**config.mk**
```make
export PLATFORM = sky130hd
export DESIGN_NAME = rxcap_buffer
export DESIGN_NICKNAME = d
export VERILOG_FILES = /design/src/rtl/rxcap_pkg.sv /design/src/rtl/rxcap_fsm.sv /design/src/rtl/rxcap_slots.sv /design/src/rtl/rxcap_buffer.sv
export SDC_FILE = /design/constraint.sdc
export NUM_CORES = 1
export LEC_CHECK = 0
export BUFFER_PORTS_ARGS = -buffer_cell sky130_fd_sc_hd__buf_4
export CAP_MARGIN = 20
export CORE_MARGIN = 8
export CORE_UTILIZATION = 50
export DETAILED_ROUTE_END_ITERATION = 6
export PLACE_DENSITY = 0.74
export SLEW_MARGIN = 25
export SYNTH_ARGS = -nofsm -noshare
export SYNTH_HDL_FRONTEND = slang
export SYNTH_HIERARCHICAL = 1
export SYNTH_SLANG_ARGS = --single-unit
```
**constraint.sdc**
```tcl
create_clock -name clk -period 2.02 [get_ports clk]
set_clock_uncertainty 0.1 [all_clocks]
set_input_delay 0.101 -clock clk [delete_from_list [all_inputs] [get_ports clk]]
set_output_delay 0.101 -clock clk [all_outputs]
set_load 0.02 [all_outputs]
```
**src/rtl/rxcap_pkg.sv**
```systemverilog
package rxcap_pkg;

    typedef enum logic [1:0] {
        CAP_EMPTY = 2'd0,
        CAP_FILL  = 2'd1,
        CAP_FULL  = 2'd2
    } cap_state_e;

endpackage

```
**src/rtl/rxcap_fsm.sv**
```systemverilog
module rxcap_fsm
    import rxcap_pkg::*;
#(
    parameter int DEPTH = 8,
    parameter int IDX_W = 3,
    parameter int CNT_W = 4
) (
    input  logic             clk,
    input  logic             rst_n,
    input  logic             accept,
    output logic             full,
    output logic [IDX_W-1:0] wr_idx,
    output logic [CNT_W-1:0] count
);

    localparam logic [CNT_W-1:0] LAST_SLOT_CNT = CNT_W'(DEPTH - 1);

    cap_state_e state_q;
    cap_state_e state_d;
    logic [CNT_W-1:0] count_q;

    // state register
    always_ff @(posedge clk or negedge rst_n) begin
        if (!rst_n) begin
            state_q <= CAP_EMPTY;
        end else begin
            state_q <= state_d;
        end
    end

    // next-state decision
    always_comb begin
        state_d = state_q;
        unique case (state_q)
            CAP_EMPTY: begin
                if (accept) begin
                    state_d = (count_q == LAST_SLOT_CNT) ? CAP_FULL : CAP_FILL;
                end
            end
            CAP_FILL: begin
                if (accept && (count_q == LAST_SLOT_CNT)) begin
                    state_d = CAP_FULL;
                end
            end
            CAP_FULL: begin
                state_d = CAP_FULL;
            end
            default: begin
                state_d = CAP_EMPTY;
            end
        endcase
    end

    // beat counter, doubles as write pointer
    always_ff @(posedge clk or negedge rst_n) begin
        if (!rst_n) begin
            count_q <= '0;
        end else if (accept) begin
            count_q <= count_q + CNT_W'(1);
        end
    end

    // outputs
    always_comb begin
        full   = (state_q == CAP_FULL);
        wr_idx = count_q[IDX_W-1:0];
        count  = count_q;
    end

endmodule

```
**src/rtl/rxcap_slots.sv**
```systemverilog
module rxcap_slots #(
    parameter int DEPTH  = 8,
    parameter int DATA_W = 128,
    parameter int IDX_W  = 3
) (
    input  logic              clk,
    input  logic              rst_n,
    input  logic              wr_en,
    input  logic [IDX_W-1:0]  wr_idx,
    input  logic [DATA_W-1:0] wr_data,
    input  logic              rd_en,
    input  logic [IDX_W-1:0]  rd_idx,
    output logic [DATA_W-1:0] rd_data,
    output logic              rd_valid
);

    logic [DATA_W-1:0] slot_q [DEPTH];

    // one register per entry
    for (genvar s = 0; s < DEPTH; s++) begin : g_slot
        always_ff @(posedge clk or negedge rst_n) begin
            if (!rst_n) begin
                slot_q[s] <= '0;
            end else if (wr_en && (int'(wr_idx) == s)) begin
                slot_q[s] <= wr_data;
            end
        end
    end

    // registered read port: samples the contents from before this edge's write
    always_ff @(posedge clk or negedge rst_n) begin
        if (!rst_n) begin
            rd_data  <= '0;
            rd_valid <= 1'b0;
        end else begin
            rd_valid <= rd_en;
            if (rd_en) begin
                rd_data <= (int'(rd_idx) < DEPTH) ? slot_q[rd_idx] : '0;
            end
        end
    end

endmodule

```
**src/rtl/rxcap_buffer.sv**
```systemverilog
module rxcap_buffer #(
    parameter int DATA_W = 128,
    parameter int DEPTH  = 8,
    localparam int IDX_W = (DEPTH > 1) ? $clog2(DEPTH) : 1,
    localparam int CNT_W = $clog2(DEPTH + 1)
) (
    input  logic              clk,
    input  logic              rst_n,
    input  logic              in_valid,
    input  logic [DATA_W-1:0] in_data,
    input  logic              in_last,
    output logic              in_ready,
    input  logic              cap_stall,
    input  logic              rd_en,
    input  logic [IDX_W-1:0]  rd_idx,
    output logic [DATA_W-1:0] rd_data,
    output logic              rd_valid,
    output logic [CNT_W-1:0]  cap_count,
    output logic              done_seen,
    output logic              cap_full
);

    logic             accept;
    logic [IDX_W-1:0] wr_idx;
    logic             done_q;

    assign in_ready = !cap_full && !cap_stall;
    assign accept   = in_valid && in_ready;

    rxcap_fsm #(
        .DEPTH (DEPTH),
        .IDX_W (IDX_W),
        .CNT_W (CNT_W)
    ) i_fsm (
        .clk    (clk),
        .rst_n  (rst_n),
        .accept (accept),
        .full   (cap_full),
        .wr_idx (wr_idx),
        .count  (cap_count)
    );

    rxcap_slots #(
        .DEPTH  (DEPTH),
        .DATA_W (DATA_W),
        .IDX_W  (IDX_W)
    ) i_slots (
        .clk      (clk),
        .rst_n    (rst_n),
        .wr_en    (accept),
        .wr_idx   (wr_idx),
        .wr_data  (in_data),
        .rd_en    (rd_en),
        .rd_idx   (rd_idx),
        .rd_data  (rd_data),
        .rd_valid (rd_valid)
    );

    // sticky end-of-transfer flag
    always_ff @(posedge clk or negedge rst_n) begin
        if (!rst_n) begin
            done_q <= 1'b0;
        end else if (accept && in_last) begin
            done_q <= 1'b1;
        end
    end

    assign done_seen = done_q;

endmodule

```
==> impl_metrics.tcl <==
set metrics [dict create \
    synth_cell_type_count 35 \
    fp-row-count 118 \
    detail-route-antenna-nets 0 \
    violations "negative hold slack, negative setup slack" \
    io_pins 273 \
    ys_ff_latch 1160 \
    combPwrFrac_pct 8.4 \
    clock.fmax_ghz 0.425 \
    first_iter_violations 2098 \
    fin_crit_sh_pct 117 \
    die_y_um 339 \
    clock_latency_ns 0.71 \
    clock_power_share_pct 44.3 \
    p_sw_share_pct 23.8 \
    route.vias.total 32700 \
    period_minus_slack_ns 2.35 \
    status "complete, but fails checks" \
    cts_buffer_depth 3 \
    layout_setup_ws_ns -0.335 \
    syn_area_um2 52100 \
    placeableCoreArea_um2 103000 \
    nets 4316 \
    synth_fp_nets 3801 \
    power.leakage_uw 0.0329 \
    hold_viol 7 \
    routed_via_density 5.78 \
    postSynthCellCount 3659 \
    numPortBuffers 272 \
    worst_ep_required_time_ns 2.51 \
    setup_viol 991 \
    grt_pass1_wl_mm 202 \
    p_int_uw 38500 \
    start_kind "register" \
    holdWs_ns -0.0251 \
    rsz0062_at_grt "true" \
    worstMarginPinSlew_ns 0.841 \
    die-area_um2 115000 \
    critPathArrivalTime_ns 2.84 \
    critPathKind "register to register" \
    drt_wl_total_mm 132 \
    grt_use_total_pct 21.6 \
    vdd_drop_max_mv 0.820 \
    yosys.area_share.simple_pct 4.59 \
    yosys_warnings 6 \
    hold_path_class "input port to asynchronous set/reset pin" \
    antenna_found_initial 1 \
    areaGrowthSynthToFinish_pct 23.1 \
    layout-drive-gt1-share_pct 40.4 \
    place_hpwl_mm 79.8 \
    seq_area_frac_synth_pct 55.8 \
    grt.overflow.total 0 \
    cts_root_buffer "clkbuf_16" \
    initial_core_util_pct 50.4 \
    routedWlPerCell_um 23.4 \
    clk_pin_slew_ns 0.06 \
    htree_levels 3 \
    timing.setup.tns_ns -147.38 \
    relSlewSlack_pct 43.8 \
    grt_max_degree 101 \
    drtPass1Iterations 5 \
    synthMuxAreaShare_pct 29.6 \
    critPathCaptureType "register" \
    pre_cts_slack_ns -0.228 \
    path_max_fanout 8 \
    p_seq_share_pct 47.3 \
    powerDensity_nw_per_um2 788 \
    numClockSinks 1160 \
    numCtsBuffers 117 \
    cts_tree "built" \
    p_sw_uw 12000 \
    synth_xor_area_share_pct 0.0505 \
    first_global_vias 34200 \
    maxSlewViolCount 0 \
    synth-adder-area-share_pct 0.120 \
    die_x_um 339 \
    post-route-drc-count 0 \
    place_congestion 0.758 \
    postSynthAreaPerCell_um2 14.2 \
    synth_compound_area_share_pct 6.53 \
    cap_violations 0 \
    synth_top_family_by_area "multiplexers" \
]
cells in the mapped netlist (all sizes together):
library cell / instances / area share [%]
xor2: 1 / 0.017
a31oi: 1 / 0.012
o22ai: 1 / 0.012
buf: 183 / 2.6
nand4b: 3 / 0.050
a41o: 128 / 2.5
nand2b: 2 / 0.024
nor3: 2 / 0.029
and2: 1 / 0.014
nand3: 128 / 1.2
a31o: 1 / 0.017
dfrtp: 1160 / 56
ha: 5 / 0.12
nand2: 2 / 0.014
mux2: 1025 / 22
clkbuf: 102 / 0.74
a22oi: 128 / 1.8
nor2b: 259 / 3.1
o21bai: 1 / 0.014
nand4: 2 / 0.024
mux2i: 385 / 7.4
inv: 2 / 0.014
a311oi: 1 / 0.017
xnor2: 2 / 0.034
and4b: 1 / 0.019
nor2: 3 / 0.026
a211o: 128 / 2.2
nor3b: 2 / 0.048
cell type report:
class                      instances  area, um2
antenna                            1       2.50
fill                            7675      39300
timing repair buffer             681       7310
sequential                      1160      29000
inverter                           2       7.51
clock buffer                     169       3370
multi-input combinational       2212      22000
tap                             1380       1730
clock inverter                    48        629
metal layers:
layer	up-vias	wire [um]	global-route usage, %
met5	-	8	0
met2	625	64500	35.7
met3	154	4990	2.91
met4	2	2700	5.44
met1	17400	60200	30.1
li1	14500	-	-
per-stage QoR:
| stage | power (uW) | cells | cell area [um2] | utilization, % |
|---|---|---|---|---|
| after floorplan | 26100 | 3659 | 52600 | - |
| after global placement | 28300 | 5250 | 57300 | 55.4 |
| after detailed placement | 28300 | 5250 | 57300 | 55.4 |
| after CTS | 51000 | 5612 | 62900 | 60.8 |
| after global routing | 52200 | 5652 | 64100 | 62.0 |
| final | 50500 | 5653 | 64100 | 62.0 |
worst max-delay path, stage by stage, from the launching register on:
cell and delay (ns):
dfrtp_1 0.40, ha_4 0.18, nor2_4 0.10, and2_4 0.18, buf_8 0.11, nand4b_1 0.24
buf_4 0.25, buf_12 0.15, clkbuf_16 0.20, mux2_2 0.27
state kept, by name, summed over array words and instances, names as in the netlist:
signal / flops
i_slots/slot_q: 1024
i_slots/rd_data: 128
i_fsm/count: 4
i_fsm/state_q: 2
done_seen: 1
i_slots/rd_valid: 1
cells by family (layout without fill, tap and decap cells):
kind of cell / count (synthesis) / after routing
DFF: 1160 / 1160
other: 0 / 1
muxes: 1410 / 1410
AOI/OAI and AO/OA: 389 / 389
adders and majority gates: 5 / 5
buffers and inverters: 287 / 900
xor gates and xnor gates: 3 / 3
and+or+nand+nor: 405 / 405
layout by cell type (no fill, tap or decap), types with 25 or more instances in the layout:
cell	synthesis	layout
clkbuf_16	0	142
nor2b_1	259	258
a22oi_1	128	128
mux2i_1	385	385
mux2_4	0	167
buf_4	40	390
mux2_1	79	43
dfrtp_1	1160	1160
nand3_1	128	128
dlygate4sd3_1	0	139
a41o_1	128	128
buf_12	0	78
clkbuf_1	102	27
a211o_1	128	128
mux2_2	946	815
clkbuf_8	0	25
worst paths after layout:
kind / startpoint / to / slack [ns] / depth (start not counted)
min reg2reg: i_slots/slot_q[475] / i_slots/slot_q[475] / 0.38 / 1
min in group clk: rd_idx[2] / i_slots/rd_data[92] / 0.02 / 4
max in group asynchronous: rst_n / i_fsm/count[3] / 0.08 / 5
min: rst_n / i_slots/slot_q[800] / -0.03 / 3
max: i_fsm/state_q[1] / i_slots/slot_q[166] / -0.33 / 9
max reg2reg: i_fsm/state_q[1] / i_slots/slot_q[166] / -0.33 / 9
power groups by stage:
stage | logic (uW) | clock network (uW) | registers, uW
after floorplan | 1520 | 0 | 24600
after global placement | 3970 | 0 | 24300
after detailed placement | 4010 | 0 | 24300
after CTS | 4260 | 22800 | 23900
after global routing | 4530 | 23700 | 23900
final | 4220 | 22400 | 23900
repair_timing:
item	4_1_cts	5_1_grt
endpoints found under the hold margin	2274	0
pin swaps	1	3
setup buffers	5	11
gates cloned	1	29
hold buffers	139	0
resized for setup	22	110
setup endpoints to repair	998	1134
Note: power is estimated with default switching activity, not from simulation.
